**src/rtl/fdiv_pkg.sv**
```systemverilog
`timescale 1ns/1ps
package fdiv_pkg;

  // Rate code on the rate select input
  typedef enum logic [1:0] {
    RATE_B16 = 2'd0,
    RATE_B19 = 2'd1,
    RATE_B6  = 2'd2,
    RATE_RSV = 2'd3
  } rate_e;

  // Number of input half-cycles handled per rising edge
  localparam int SLOTS_PER_CYCLE = 2;

endpackage

```
**src/rtl/fdiv_frac_core.sv**
```systemverilog
`timescale 1ns/1ps
// Half-cycle phase accumulator for the non-integer ratio.
// Works out the output level for the high and the low phase of the current
// input cycle on each rising edge.
module fdiv_frac_core #(
  parameter int FRAME_HALVES = 4860,
  parameter int TOG_STEP     = 1024
) (
  input  logic       clk_i,
  input  logic       rst_i,
  input  logic       run_i,
  input  logic       start_i,
  output logic [1:0] lvl_o
);
  import fdiv_pkg::*;

  localparam int ACC_W = $clog2(FRAME_HALVES + TOG_STEP);
  localparam logic [ACC_W-1:0] FRAME_A = ACC_W'(FRAME_HALVES);
  localparam logic [ACC_W-1:0] STEP_A  = ACC_W'(TOG_STEP);
  // Seed chosen so the very first half-cycle wraps, which gives a rising output
  localparam logic [ACC_W-1:0] SEED_A  = ACC_W'(FRAME_HALVES - TOG_STEP);

  logic [ACC_W-1:0] acc_q;
  logic             lvl_q;
  logic [ACC_W-1:0] acc_c [0:SLOTS_PER_CYCLE];
  logic             lvl_c [0:SLOTS_PER_CYCLE];

  assign acc_c[0] = start_i ? SEED_A : acc_q;
  assign lvl_c[0] = start_i ? 1'b0   : lvl_q;

  for (genvar s = 0; s < SLOTS_PER_CYCLE; s++) begin : g_slot
    logic [ACC_W-1:0] sum;
    logic             wrap;
    assign sum          = acc_c[s] + STEP_A;
    assign wrap         = (sum >= FRAME_A);
    assign acc_c[s+1]   = wrap ? (sum - FRAME_A) : sum;
    assign lvl_c[s+1]   = lvl_c[s] ^ wrap;
    assign lvl_o[s]     = lvl_c[s+1];
  end

  always_ff @(posedge clk_i) begin
    if (rst_i || !run_i) begin
      acc_q <= SEED_A;
      lvl_q <= 1'b0;
    end else begin
      acc_q <= acc_c[SLOTS_PER_CYCLE];
      lvl_q <= lvl_c[SLOTS_PER_CYCLE];
    end
  end

  // the stored phase never leaves one frame of half-cycles
  p_acc_bound_r2: assert property (@(posedge clk_i) disable iff (rst_i)
    acc_q < FRAME_A);

endmodule

```
**src/rtl/fdiv_int_core.sv**
```systemverilog
`timescale 1ns/1ps
// Integer divider: output level per input cycle, the same for both phases.
module fdiv_int_core #(
  parameter int INT_DIV = 4
) (
  input  logic       clk_i,
  input  logic       rst_i,
  input  logic       run_i,
  input  logic       start_i,
  output logic [1:0] lvl_o
);
  localparam int CNT_W = (INT_DIV > 2) ? $clog2(INT_DIV) : 1;
  localparam logic [CNT_W-1:0] HALF_C = CNT_W'(INT_DIV / 2);
  localparam logic [CNT_W-1:0] LAST_C = CNT_W'(INT_DIV - 1);

  logic [CNT_W-1:0] cnt_q;
  logic [CNT_W-1:0] base;
  logic [CNT_W-1:0] cnt_nxt;
  logic             lvl;

  assign base = start_i ? '0 : cnt_q;
  assign lvl  = (base < HALF_C);

  if ((1 << CNT_W) == INT_DIV) begin : g_pow2
    assign cnt_nxt = base + 1'b1;
  end else begin : g_any
    assign cnt_nxt = (base == LAST_C) ? '0 : base + 1'b1;
  end

  assign lvl_o = {lvl, lvl};

  always_ff @(posedge clk_i) begin
    if (rst_i || !run_i) cnt_q <= '0;
    else                 cnt_q <= cnt_nxt;
  end

  // a restart puts the count at one step past the start of the period
  p_restart_count_r1: assert property (@(posedge clk_i) disable iff (rst_i)
    (run_i && start_i) |=> (cnt_q == CNT_W'(1)));

endmodule

```
**src/rtl/fdiv_edge_combiner.sv**
```systemverilog
`timescale 1ns/1ps
// Puts two half-cycle levels together into one glitch-free output.
// One flop on the rising edge and one on the falling edge are XORed.
module fdiv_edge_combiner (
  input  logic clk_i,
  input  logic rst_i,
  input  logic run_i,
  input  logic lvl_hi_i,
  input  logic lvl_lo_i,
  output logic clk_o
);
  logic tp_q;
  logic lo_q;
  logic tn_q;

  always_ff @(posedge clk_i) begin
    if (rst_i || !run_i) begin
      tp_q <= 1'b0;
      lo_q <= 1'b0;
    end else begin
      tp_q <= lvl_hi_i ^ tn_q;
      lo_q <= lvl_lo_i;
    end
  end

  always_ff @(negedge clk_i) begin
    if (rst_i) tn_q <= 1'b0;
    else       tn_q <= tp_q ^ lo_q;
  end

  assign clk_o = tp_q ^ tn_q;

  // the level for the low phase shows up in that phase
  p_low_slot_r3: assert property (@(posedge clk_i) disable iff (rst_i)
    run_i |=> (clk_o == $past(lvl_lo_i)));

endmodule

```
**src/rtl/fdiv_frame_clkgen.sv**
```systemverilog
`timescale 1ns/1ps
module fdiv_frame_clkgen #(
  parameter int FRAME_HALVES = 4860,
  parameter int OUT_CYCLES   = 512,
  parameter int INT_DIV      = 4
) (
  input  logic       clk_i,
  input  logic       rst_i,
  input  logic       en_i,
  input  logic [1:0] rate_i,
  input  logic       fsync_i,
  output logic       clk_o
);
  import fdiv_pkg::*;

  localparam int TOG_STEP = 2 * OUT_CYCLES;

  rate_e      rate;
  rate_e      rate_q;
  logic       rate_ok;
  logic       run;
  logic       run_q;
  logic       start;
  logic [1:0] frac_lvl;
  logic [1:0] int_lvl;
  logic [1:0] lvl;

  assign rate    = rate_e'(rate_i);
  assign rate_ok = (rate == RATE_B16) || (rate == RATE_B19);
  assign run     = en_i && rate_ok;
  assign start   = run && (fsync_i || !run_q || (rate != rate_q));

  always_ff @(posedge clk_i) begin
    if (rst_i) begin
      run_q  <= 1'b0;
      rate_q <= RATE_B16;
    end else begin
      run_q  <= run;
      rate_q <= rate;
    end
  end

  fdiv_frac_core #(
    .FRAME_HALVES(FRAME_HALVES),
    .TOG_STEP    (TOG_STEP)
  ) frac_i (
    .clk_i  (clk_i),
    .rst_i  (rst_i),
    .run_i  (run && (rate == RATE_B19)),
    .start_i(start),
    .lvl_o  (frac_lvl)
  );

  fdiv_int_core #(
    .INT_DIV(INT_DIV)
  ) int_i (
    .clk_i  (clk_i),
    .rst_i  (rst_i),
    .run_i  (run && (rate == RATE_B16)),
    .start_i(start),
    .lvl_o  (int_lvl)
  );

  assign lvl = (rate == RATE_B19) ? frac_lvl : int_lvl;

  fdiv_edge_combiner comb_i (
    .clk_i   (clk_i),
    .rst_i   (rst_i),
    .run_i   (run),
    .lvl_hi_i(lvl[0]),
    .lvl_lo_i(lvl[1]),
    .clk_o   (clk_o)
  );

  // a cleared enable gives a low output in the next low phase
  p_idle_low_r5: assert property (@(posedge clk_i) disable iff (rst_i)
    !en_i |=> !clk_o);

  // a refused rate code gives a low output even when enabled
  p_bad_rate_r6: assert property (@(posedge clk_i) disable iff (rst_i)
    (en_i && !rate_ok) |=> !clk_o);

  // after a restart the output is high through the first low phase
  p_frame_phase_r7: assert property (@(posedge clk_i) disable iff (rst_i)
    (run && fsync_i) |=> clk_o);

endmodule

```
**config.mk**
```make
export PLATFORM = sky130hd
export DESIGN_NAME = fdiv_frame_clkgen
export DESIGN_NICKNAME = d
export VERILOG_FILES = /design/src/rtl/fdiv_pkg.sv /design/src/rtl/fdiv_frac_core.sv /design/src/rtl/fdiv_int_core.sv /design/src/rtl/fdiv_edge_combiner.sv /design/src/rtl/fdiv_frame_clkgen.sv
export SDC_FILE = /design/constraint.sdc
export NUM_CORES = 1
export LEC_CHECK = 0
export CORE_MARGIN = 5
export CORE_UTILIZATION = 38
export CTS_BUF_LIST = sky130_fd_sc_hd__clkbuf_2 sky130_fd_sc_hd__clkbuf_4 sky130_fd_sc_hd__clkbuf_8
export DETAILED_ROUTE_END_ITERATION = 12
export DONT_BUFFER_PORTS = 1
export GPL_TIMING_DRIVEN = 0
export HOLD_SLACK_MARGIN = 0.03
export PLACE_DENSITY = 0.5
export SLEW_MARGIN = 20
export SYNTH_ARGS = -nofsm -noshare
export SYNTH_HDL_FRONTEND = slang
export SYNTH_SLANG_ARGS = --single-unit
```
**constraint.sdc**
```tcl
create_clock -name clk_i -period 7.05 [get_ports clk_i]
set_input_delay 0.3525 -clock clk_i [delete_from_list [all_inputs] [get_ports clk_i]]
set_output_delay 0.3525 -clock clk_i [all_outputs]
set_load 0.01 [all_outputs]
```
==> results.py, run 1 <==
metrics = {
    "critical_path": {
        "cp_slowest_cell": "mux2i_1",
        "cp-end-kind": "register",
        "rrSetupSlack_ps": 1490,
        "path_cells": "nor3b_1 -> a21o_1 -> clkbuf_1 -> nand2b_1 -> ha_1 -> clkbuf_1 -> nand2_1 -> nor4_4 -> a21oi_1 -> nand2_1 -> a32oi_1 -> inv_1 -> ha_1 -> xnor2_1 -> xnor2_1 -> mux2i_1 -> o21ai_4 -> buf_6 -> o21ai_0 -> nand3_1",
        "worstPathBufferInverterCount": 4,
        "startpoint_type": "register",
        "cp_top_family": "compound AO/OA/AOI/OAI gates",
        "slowest_delay_ps": 570,
        "cp.arrival_ps": 5690,
        "crit_required_ps": 7180,
        "crit_path_max_fanout": 10,
        "crit_type": "register to register",
    },
    "sta": {
        "drv_slew": 0,
        "period_needed_ps": 5560,
        "tns_ps": 0,
        "fin_crit_sh": 0.788,
        "max_freq_mhz": 180,
        "rsz0062_at_grt": "no",
        "worst-slew-pin-transition_ps": 690,
        "finClkSkew_ps": 63.4,
        "finalHoldViolCount": 0,
        "relSlewSlack": 0.527,
        "setup_viol": 0,
    },
    "status": {
        "run_status": "finished clean",
    },
    "yosys": {
        "syn_area_um2": 1700,
        "async_flop_share": 0,
        "avgSynthCellArea_um2": 7.89,
        "yosysTopAreaCellShare": 0.258,
        "synth.yosys.seq_area_share": 0.258,
        "ys_seq_elements": 22,
        "netlist_top_cells_area": "dfxtp_1, nand2_1, xnor2_1",
        "yosysTopAreaCell": "dfxtp_1",
        "synth_edf_count": 0,
        "ys_types": 60,
        "yosys_warnings": 0,
        "synthCells": 216,
        "synthTopCellsByCount": "nand2_1, dfxtp_1, nor2_1, a21oi_1, o21ai_0",
        "synth.most_common_cell": "nand2_1",
        "synth_fp_nets": 227,
        "synthFlopType": "dfxtp_1",
    },
    "place": {
        "io_buffers": 0,
        "place_inst": 268,
        "dpl.hpwl_mm": 3.36,
        "gp_congestion": 0.913,
    },
    "grt": {
        "grt_usage": 0.158,
        "grt_pass1_wl_mm": 7.75,
        "grt_pass1_vias": 1607,
        "overflow": 0,
        "antenna_found_initial": 0,
        "grt_max_degree": 14,
    },
    "clock_tree": {
        "h-tree-depth": 1,
        "clkTransAtPathRegs_ps": 90,
        "clk_latency_ps": 330,
        "ctsResizeCount": 0,
        "clockBufferDepth": 2,
        "postCtsHoldBufs": 0,
        "clock-root-buffer": "clkbuf_8",
        "cts_inserted_buffers": 3,
        "postCtsSetupBuffers": 0,
        "cts_tree": "yes",
        "cts_sinks": 22,
    },
    "layout": {
        "n_antenna_cell": 0,
        "drive_above_1_share": 0.114,
        "stdcell_count": 272,
        "syn_to_final_growth_pct": 8.00,
        "post-route-util": 0.423,
        "nets": 232,
        "fillCellCount": 430,
    },
    "pwr": {
        "pwr_density_cell_nw_per_um2": 299,
        "leakage_nw": 0.722,
        "ir_drop_v": 0.0000923,
    },
    "floorplan": {
        "start_util": 0.391,
        "rows": 24,
        "die_w_um": 77.0,
        "core_area_um2": 4350,
        "die_area_um2": 5920,
        "pin_count": 7,
        "die_h_um": 77.0,
    },
    "run": {
        "drv_cap": 0,
    },
    "drt": {
        "wl_per_cell_um": 16.7,
        "routed_via_density": 6.11,
        "num_vias": 1662,
        "top_layer": "met4",
        "drc": 0,
        "route.met2.wl_mm": 2.05,
        "ant_nets": 0,
        "drtPass1Iterations": 4,
        "routed_wl_mm": 4.55,
        "drt-met1-wl_mm": 2.09,
        "drt-initial-drc-count": 171,
        "wl_met3_um": 276,
    },
    "hold_path": {
        "min_path_type": "input pin to register",
    },
}
[worst register-to-register path, delay by kind of cell, from the launching register on]
| family | cells | cell delay (ps) |
|---|---|---|
| buf+inv | 4 | 1060 |
| compound gates | 5 | 1570 |
| simple gates | 6 | 1020 |
| fa+ha+maj | 2 | 460 |
| xor+xnor | 2 | 420 |
| mux | 1 | 570 |
| flops | 1 | 310 |
[registers in the layout, indices dropped and copies added, names as in the netlist]
register      count
frac_i.acc_q     13
int_i.cnt_q       2
rate_q            2
comb_i.lo_q       1
comb_i.tn_q       1
comb_i.tp_q       1
frac_i.lvl_q      1
run_q             1
[stage by stage]
| stage | total power [W] | cell area [µm²] | setup WS (ps) | hold slack, ps |
|---|---|---|---|---|
| after global routing | 0.000586 | 1840 | 1050 | 127 |
| after floorplan | 0.000363 | 1700 | 2610 | 424 |
| after global placement | 0.000418 | 1770 | 1640 | 426 |
| after detailed placement | 0.000423 | 1770 | 1520 | 428 |
| after CTS | 0.000547 | 1840 | 1540 | 134 |
| final | 0.000550 | 1840 | 1490 | 137 |
[placed cells by master, fill, tap and decap left out, drive strengths merged, types with 5 or more instances in the layout]
master / count
nand2: 25
dfxtp: 22
nor2: 21
o21ai: 16
a21oi: 12
xnor2: 10
nor3: 10
inv: 8
nand3: 8
clkbuf: 8
xor2: 5
ha: 5
buf: 5
[routing by layer]
| layer | track usage | up-vias |
|---|---|---|
| li1 | - | 796 |
| met5 | 0 | - |
| met4 | 0.0804 | 0 |
| met2 | 0.240 | 64 |
| met1 | 0.210 | 791 |
| met3 | 0.0316 | 11 |
[logic make-up (layout without fill, tap and decap cells)]
logic type	count (synthesis)	in the layout	synth area share
mux	4	4	0.0242
buf+inv	18	22	0.0514
compound gates	62	62	0.278
simple gates	90	90	0.274
fa+ha+maj	5	5	0.0367
flops	22	22	0.258
xor+xnor	15	15	0.0771
[power by group]
| group | leakage, nW | internal, W | switching, W |
|---|---|---|---|
| registers | 0.179 | 0.000131 | 0.00000483 |
| logic | 0.502 | 0.000107 | 0.000182 |
| clock network | 0.0410 | 0.0000767 | 0.0000478 |
| total | 0.722 | 0.000315 | 0.000235 |
[layout make-up]
| type | count | area (µm²) | area share |
|---|---|---|---|
| Buffer | 10 | 57.6 | 0.0313 |
| Clock buffer | 3 | 41.3 | 0.0224 |
| Clock inverter | 2 | 33.8 | 0.0184 |
| Inverter | 7 | 26.3 | 0.0143 |
| Multi-Input combinational cell | 176 | 1180 | 0.639 |
| Sequential cell | 22 | 440 | 0.239 |
| Tap cell | 52 | 65.1 | 0.0354 |
[worst paths after layout]
check / cells past startpoint / startpoint / to
min: 1 / rst_i / rate_q[0]$_SDFF_PP0_
max: 20 / run_q$_SDFF_PP0_ / frac_i.acc_q[4]$_SDFF_PP1_
max reg2reg: 20 / run_q$_SDFF_PP0_ / frac_i.acc_q[4]$_SDFF_PP1_
min reg2reg: 1 / int_i.cnt_q[0]$_SDFF_PP0_ / int_i.cnt_q[0]$_SDFF_PP0_
Note: power is estimated with default switching activity, not from simulation.
==> inputs of run 2 (changes only) <==
--- a/config.mk
+++ b/config.mk
@@ -5,6 +5,7 @@
 export SDC_FILE = /design/constraint.sdc
 export NUM_CORES = 1
 export LEC_CHECK = 0
+export ABC_AREA = 1
 export CORE_MARGIN = 5
 export CORE_UTILIZATION = 38
 export CTS_BUF_LIST = sky130_fd_sc_hd__clkbuf_2 sky130_fd_sc_hd__clkbuf_4 sky130_fd_sc_hd__clkbuf_8
==> constraint.sdc (replaced) <==
create_clock -name clk_i -period 5.4 [get_ports clk_i]
set_input_delay 0.27 -clock clk_i [delete_from_list [all_inputs] [get_ports clk_i]]
set_output_delay 0.27 -clock clk_i [all_outputs]
set_load 0.01 [all_outputs]
==> run 2 against run 1 <==
  * Wire length fell by 8.6%
  * Critical endpoint is now frac_i.acc_q[9]$_SDFF_PP1_
  * Final area increased by 1.3%
  * Area after synthesis increased by 1.4%
  * Sequential cell count did not move
  * Register-to-register slack lost 500 ps
  * First-iteration DRC count shrank 54%
  * Largest power group unchanged
  * Sequential power is 32% higher
  * Highest routed layer unchanged
  * Fmax rose by 26%
==> results.py, run 2 <==
metrics = {
    "status": {
        "run_status": "finished clean",
    },
    "yosys": {
        "synth.most_common_cell": "nand2_1",
        "synth_fa_ha_area_frac": 0.0362,
        "yosysTopAreaCell": "dfxtp_1",
        "synth_edf_count": 0,
        "synthTopCellsByCount": "nand2_1, nand3_1, inv_1, nor2_1, dfxtp_1",
        "yosys_warnings": 0,
        "synth_fp_nets": 288,
        "synth_xor_area_frac": 0.0608,
        "yosysTopAreaCellShare": 0.255,
        "netlist_top_cells_area": "dfxtp_1, nand2_1, nand3_1",
        "muxShareOfSynthArea": 0,
        "ys_types": 31,
        "yosys.area_share.simple": 0.437,
        "syn_area_um2": 1730,
        "async_flop_share": 0,
        "synthCells": 277,
        "synth_top_family_by_area": "simple AND/OR/NAND/NOR gates",
        "synthFlopType": "dfxtp_1",
        "ys_seq_elements": 22,
        "avgSynthCellArea_um2": 6.24,
        "synth.yosys.seq_area_share": 0.255,
        "synth_compound_area_frac": 0.0912,
    },
    "critical_path": {
        "slowest_delay_ps": 320,
        "rrSetupSlack_ps": 990,
        "crit_type": "register to register",
        "startpoint_type": "register",
        "cp_slowest_cell": "dfxtp_1",
        "cp.arrival_ps": 4540,
        "cp_common_cell": "nand2_1",
        "crit_required_ps": 5530,
        "crit_path_max_fanout": 10,
        "cp-end-kind": "register",
    },
    "sta": {
        "worst_slack_ps": 992,
        "relSlewSlack": 0.638,
        "worst-slew-pin-transition_ps": 543,
        "finalHoldViolCount": 0,
        "max_freq_mhz": 227,
        "period_needed_ps": 4410,
        "finClkSkew_ps": 62.0,
        "fin_crit_sh": 0.816,
        "setup_viol": 0,
        "rsz0062_at_grt": "no",
        "tns_ps": 0,
        "drv_slew": 0,
    },
    "clock_tree": {
        "clk_latency_ps": 330,
        "ctsResizeCount": 0,
        "clkTransAtPathRegs_ps": 90,
        "cts_inserted_buffers": 3,
        "cts_sinks": 22,
        "h-tree-depth": 1,
        "postCtsSetupBuffers": 0,
        "cts_tree": "yes",
        "clockBufferDepth": 2,
        "clock-root-buffer": "clkbuf_8",
        "postCtsHoldBufs": 0,
    },
    "grt": {
        "overflow": 0,
        "grtUsageMet3": 0.0220,
        "antenna_found_initial": 0,
        "grtUsageMet2": 0.243,
        "grt_max_degree": 14,
        "grt_usage": 0.139,
        "grt_pass1_vias": 1490,
        "busiest_layer": "met2",
        "grtUsageMet1": 0.178,
        "grt_pass1_wl_mm": 6.84,
    },
    "layout": {
        "drive_above_1_share": 0.125,
        "nets": 293,
        "top_register": "frac_i.acc_q",
        "stdcell_count": 333,
        "reg.largest.list": "frac_i.acc_q (13), int_i.cnt_q (2), rate_q (2)",
        "final_common_cell": "nand2_1",
        "stdcell_area_um2": 1860,
        "syn_to_final_growth_pct": 7.89,
        "final_cell_mix": "nand2_1, nand3_1, inv_1",
        "n_antenna_cell": 0,
        "largest_reg_flops": 13,
    },
    "floorplan": {
        "core_area_um2": 4380,
        "die_h_um": 77.4,
        "die_area_um2": 6000,
        "rows": 24,
        "start_util": 0.394,
        "die_w_um": 77.4,
        "pin_count": 7,
    },
    "place": {
        "dpl.hpwl_mm": 3.20,
        "io_buffers": 0,
        "place_inst": 329,
        "place_area_um2": 1790,
        "preCtsSetupSlack_ps": 1010,
        "gp_congestion": 0.826,
    },
    "drt": {
        "routed_wl_mm": 4.15,
        "num_vias": 1623,
        "drt-initial-drc-count": 79,
        "drtPass1Iterations": 4,
        "wl_per_cell_um": 12.5,
        "routed_via_density": 4.87,
        "drc": 0,
        "ant_nets": 0,
    },
    "run": {
        "drv_cap": 0,
    },
    "pwr": {
        "ir_drop_v": 0.000144,
        "pwr_density_cell_nw_per_um2": 509,
        "leakage_nw": 0.938,
    },
    "hold_path": {
        "min_path_type": "input pin to register",
    },
}
[run 2: cell count changes in the layout (fill, tap and decap cells not counted), sizes merged, moves of 8 or more]
cell	before	now
nand2	25	90
nand3	8	46
inv	8	40
nor3	10	0
nor2	21	30
xnor2	10	2
[run 2: worst max-delay path: cells and delay by family (launching register included)]
kind | cells | cell delay [ps]
compound gates | 2 | 320
xor+xnor | 1 | 250
fa+ha+maj | 2 | 490
simple gates | 19 | 2050
flops | 1 | 320
buf+inv | 7 | 820
[run 2: layout make-up]
cell class              instances  area, µm²
multi-input cells             208       1080
clock buffers                   3       41.3
flip-flops and latches         22        440
plain buffers                   6       52.6
inverters                      40        150
fillers                       478       2520
clock inverters                 2       33.8
well taps                      52       65.1
[run 2: worst paths after layout]
check                            start                         end  cells after the start
min reg2reg  int_i.cnt_q[0]$_SDFF_PP0_   int_i.cnt_q[1]$_SDFF_PP0_                      1
max                   run_q$_SDFF_PP0_  frac_i.acc_q[9]$_SDFF_PP1_                     31
max reg2reg           run_q$_SDFF_PP0_  frac_i.acc_q[9]$_SDFF_PP1_                     31
min                              rst_i        rate_q[0]$_SDFF_PP0_                      1
[run 2: stage by stage]
step	hold WS, ps	power, W	util
after floorplan	342	0.000671	-
after global placement	344	0.000794	0.409
after detailed placement	346	0.000790	0.409
after CTS	49.7	0.000955	0.425
after global routing	51.1	0.00104	0.425
final	56.4	0.000949	0.425
[run 2: kinds of logic after synthesis]
kind of cell | after synthesis
compound gates | 22
xor+xnor | 12
fa+ha+maj | 5
buf+inv | 47
flops | 22
simple gates | 169
[run 2: metal layers]
layer  share of wire  vias to the layer above
met5               0                        -
li1                -                      881
met4          0.0075                        0
met2            0.48                       22
met1            0.48                      716
met3           0.033                        4
[run 2: where the power goes]
| part | internal [W] | switching [W] |
|---|---|---|
| combinational | 0.000197 | 0.000410 |
| clock | 0.000100 | 0.0000621 |
| sequential | 0.000173 | 0.00000537 |
==> inputs of run 3 (changes only) <==
==> constraint.sdc (replaced) <==
create_clock -name clk_i -period 4.5 [get_ports clk_i]
set_input_delay 0.225 -clock clk_i [delete_from_list [all_inputs] [get_ports clk_i]]
set_output_delay 0.225 -clock clk_i [all_outputs]
set_load 0.01 [all_outputs]
==> run 3 against run 2 <==
  * Wire length increased by 1.5%
  * Die area unchanged
  * Non-clock buffer count increased by 6
  * Utilization is 1.9 points higher
  * Critical path depth is the same
  * Via count increased by 1.9%
==> results.py, run 3 (synthesis results as in run 2) <==
metrics = {
    "critical_path": {
        "slowest_delay_ps": 340,
        "cp_common_cell": "nand2_1",
        "crit_type": "register to register",
        "cp.arrival_ps": 4290,
        "crit_required_ps": 4630,
        "cp-end-kind": "register",
        "startpoint_type": "register",
        "crit_path_max_fanout": 10,
        "cp_slowest_cell": "dfxtp_1",
    },
    "floorplan": {
        "core_area_um2": 4380,
        "die_h_um": 77.4,
        "die_area_um2": 6000,
        "die_w_um": 77.4,
        "rows": 24,
        "start_util": 0.394,
        "pin_count": 7,
    },
    "status": {
        "run_status": "finished clean",
    },
    "place": {
        "place_inst": 329,
        "place_area_um2": 1790,
        "dpl.hpwl_mm": 3.20,
        "io_buffers": 0,
        "gp_congestion": 0.826,
    },
    "sta": {
        "worst-slew-pin-transition_ps": 528,
        "period_needed_ps": 4160,
        "setup_viol": 0,
        "finalHoldViolCount": 0,
        "finClkSkew_ps": 62.1,
        "final.hold.worst_slack_ps": 51.4,
        "relSlewSlack": 0.648,
        "drv_slew": 0,
        "max_freq_mhz": 240,
        "fin_crit_sh": 0.924,
    },
    "layout": {
        "final_common_cell": "nand2_1",
        "n_antenna_cell": 0,
        "syn_to_final_growth_pct": 12.8,
        "largest_reg_flops": 13,
        "fillCellCount": 475,
        "final_cell_mix": "nand2_1, nand3_1, inv_1",
        "top_register": "frac_i.acc_q",
        "stdcell_count": 339,
        "drive_above_1_share": 0.160,
        "reg.largest.list": "frac_i.acc_q (13), int_i.cnt_q (2), rate_q (2)",
        "nets": 299,
        "stdcell_area_um2": 1950,
    },
    "drt": {
        "drtPass1Iterations": 4,
        "num_vias": 1654,
        "ant_nets": 0,
        "wl_per_cell_um": 12.4,
        "drt-initial-drc-count": 79,
        "routed_via_density": 4.88,
        "routed_wl_mm": 4.22,
        "drc": 0,
    },
    "clock_tree": {
        "clk_latency_ps": 330,
        "h-tree-depth": 1,
        "cts_inserted_buffers": 3,
        "clock-root-buffer": "clkbuf_8",
        "cts_tree": "yes",
        "clkTransAtPathRegs_ps": 90,
        "clockBufferDepth": 2,
        "cts_sinks": 22,
    },
    "run": {
        "drv_cap": 0,
    },
    "grt": {
        "grt_usage": 0.139,
        "overflow": 0,
        "antenna_found_initial": 0,
        "grt_pass1_vias": 1494,
        "grt_pass1_wl_mm": 6.84,
        "grt_max_degree": 14,
    },
    "hold_path": {
        "min_path_type": "input pin to register",
    },
    "pwr": {
        "pwr_density_cell_nw_per_um2": 596,
        "ir_drop_v": 0.000174,
        "leakage_nw": 0.963,
    },
}
-- run 3: per-stage QoR --
step	util	setup TNS (ps)	total power [W]	setup WS [ps]
detailed placement	0.409	0	0.000949	107
CTS	0.428	0	0.00115	80.1
finish	0.445	0	0.00116	340
global placement	0.409	0	0.000953	105
floorplan	-	0	0.000805	800
global route	0.445	-42.5	0.00127	-18.7
-- run 3: area by class of cell --
cell class,instances,area [µm²],share of cell area
multi-input cells,208,1100,0.566
flip-flops and latches,22,440,0.226
inverters,40,154,0.0789
well taps,52,65.1,0.0334
plain buffers,6,63.8,0.0327
repair buffers,6,47.5,0.0244
clock buffers,3,41.3,0.0212
clock inverters,2,33.8,0.0173
-- run 3: where the power goes --
group          total, W  internal [W]  switching [W]  leakage, nW
logic          0.000751      0.000252       0.000500        0.743
clock network  0.000195      0.000120      0.0000748       0.0410
registers      0.000215      0.000208     0.00000644        0.179
-- run 3: worst paths after layout --
path / start / to / slack [ps] / cells after the start
max: rate_q[1]$_SDFF_PP0_ / frac_i.acc_q[9]$_SDFF_PP1_ / 340 / 31
min: rst_i / run_q$_SDFF_PP0_ / 50 / 1
max reg2reg: rate_q[1]$_SDFF_PP0_ / frac_i.acc_q[9]$_SDFF_PP1_ / 340 / 31
min reg2reg: int_i.cnt_q[0]$_SDFF_PP0_ / int_i.cnt_q[0]$_SDFF_PP0_ / 460 / 1
-- run 3: critical path, delay by kind of cell, from the launching register on --
family          cells  cell delay, ps
simple gates       19            1900
buf+inv             7             740
fa+ha+maj           2             450
flops               1             340
compound gates      2             300
xor+xnor            1             270
-- run 3: per-layer routing --
layer | routed length (µm) | track usage | up-vias | share of wire
li1 | - | - | 892 | -
met1 | 2000 | 0.179 | 728 | 0.47
met2 | 2000 | 0.243 | 30 | 0.47
met3 | 182 | 0.0220 | 4 | 0.043
met4 | 31 | 0.0326 | 0 | 0.0073
met5 | 0 | 0 | - | 0
-- run 3: timing repair --
item	in CTS	in global routing
buffers inserted	0	5
gates resized for setup	0	11
endpoints found under the setup margin	0	13
hold buffers	1	0
endpoints found under the hold margin	2	0
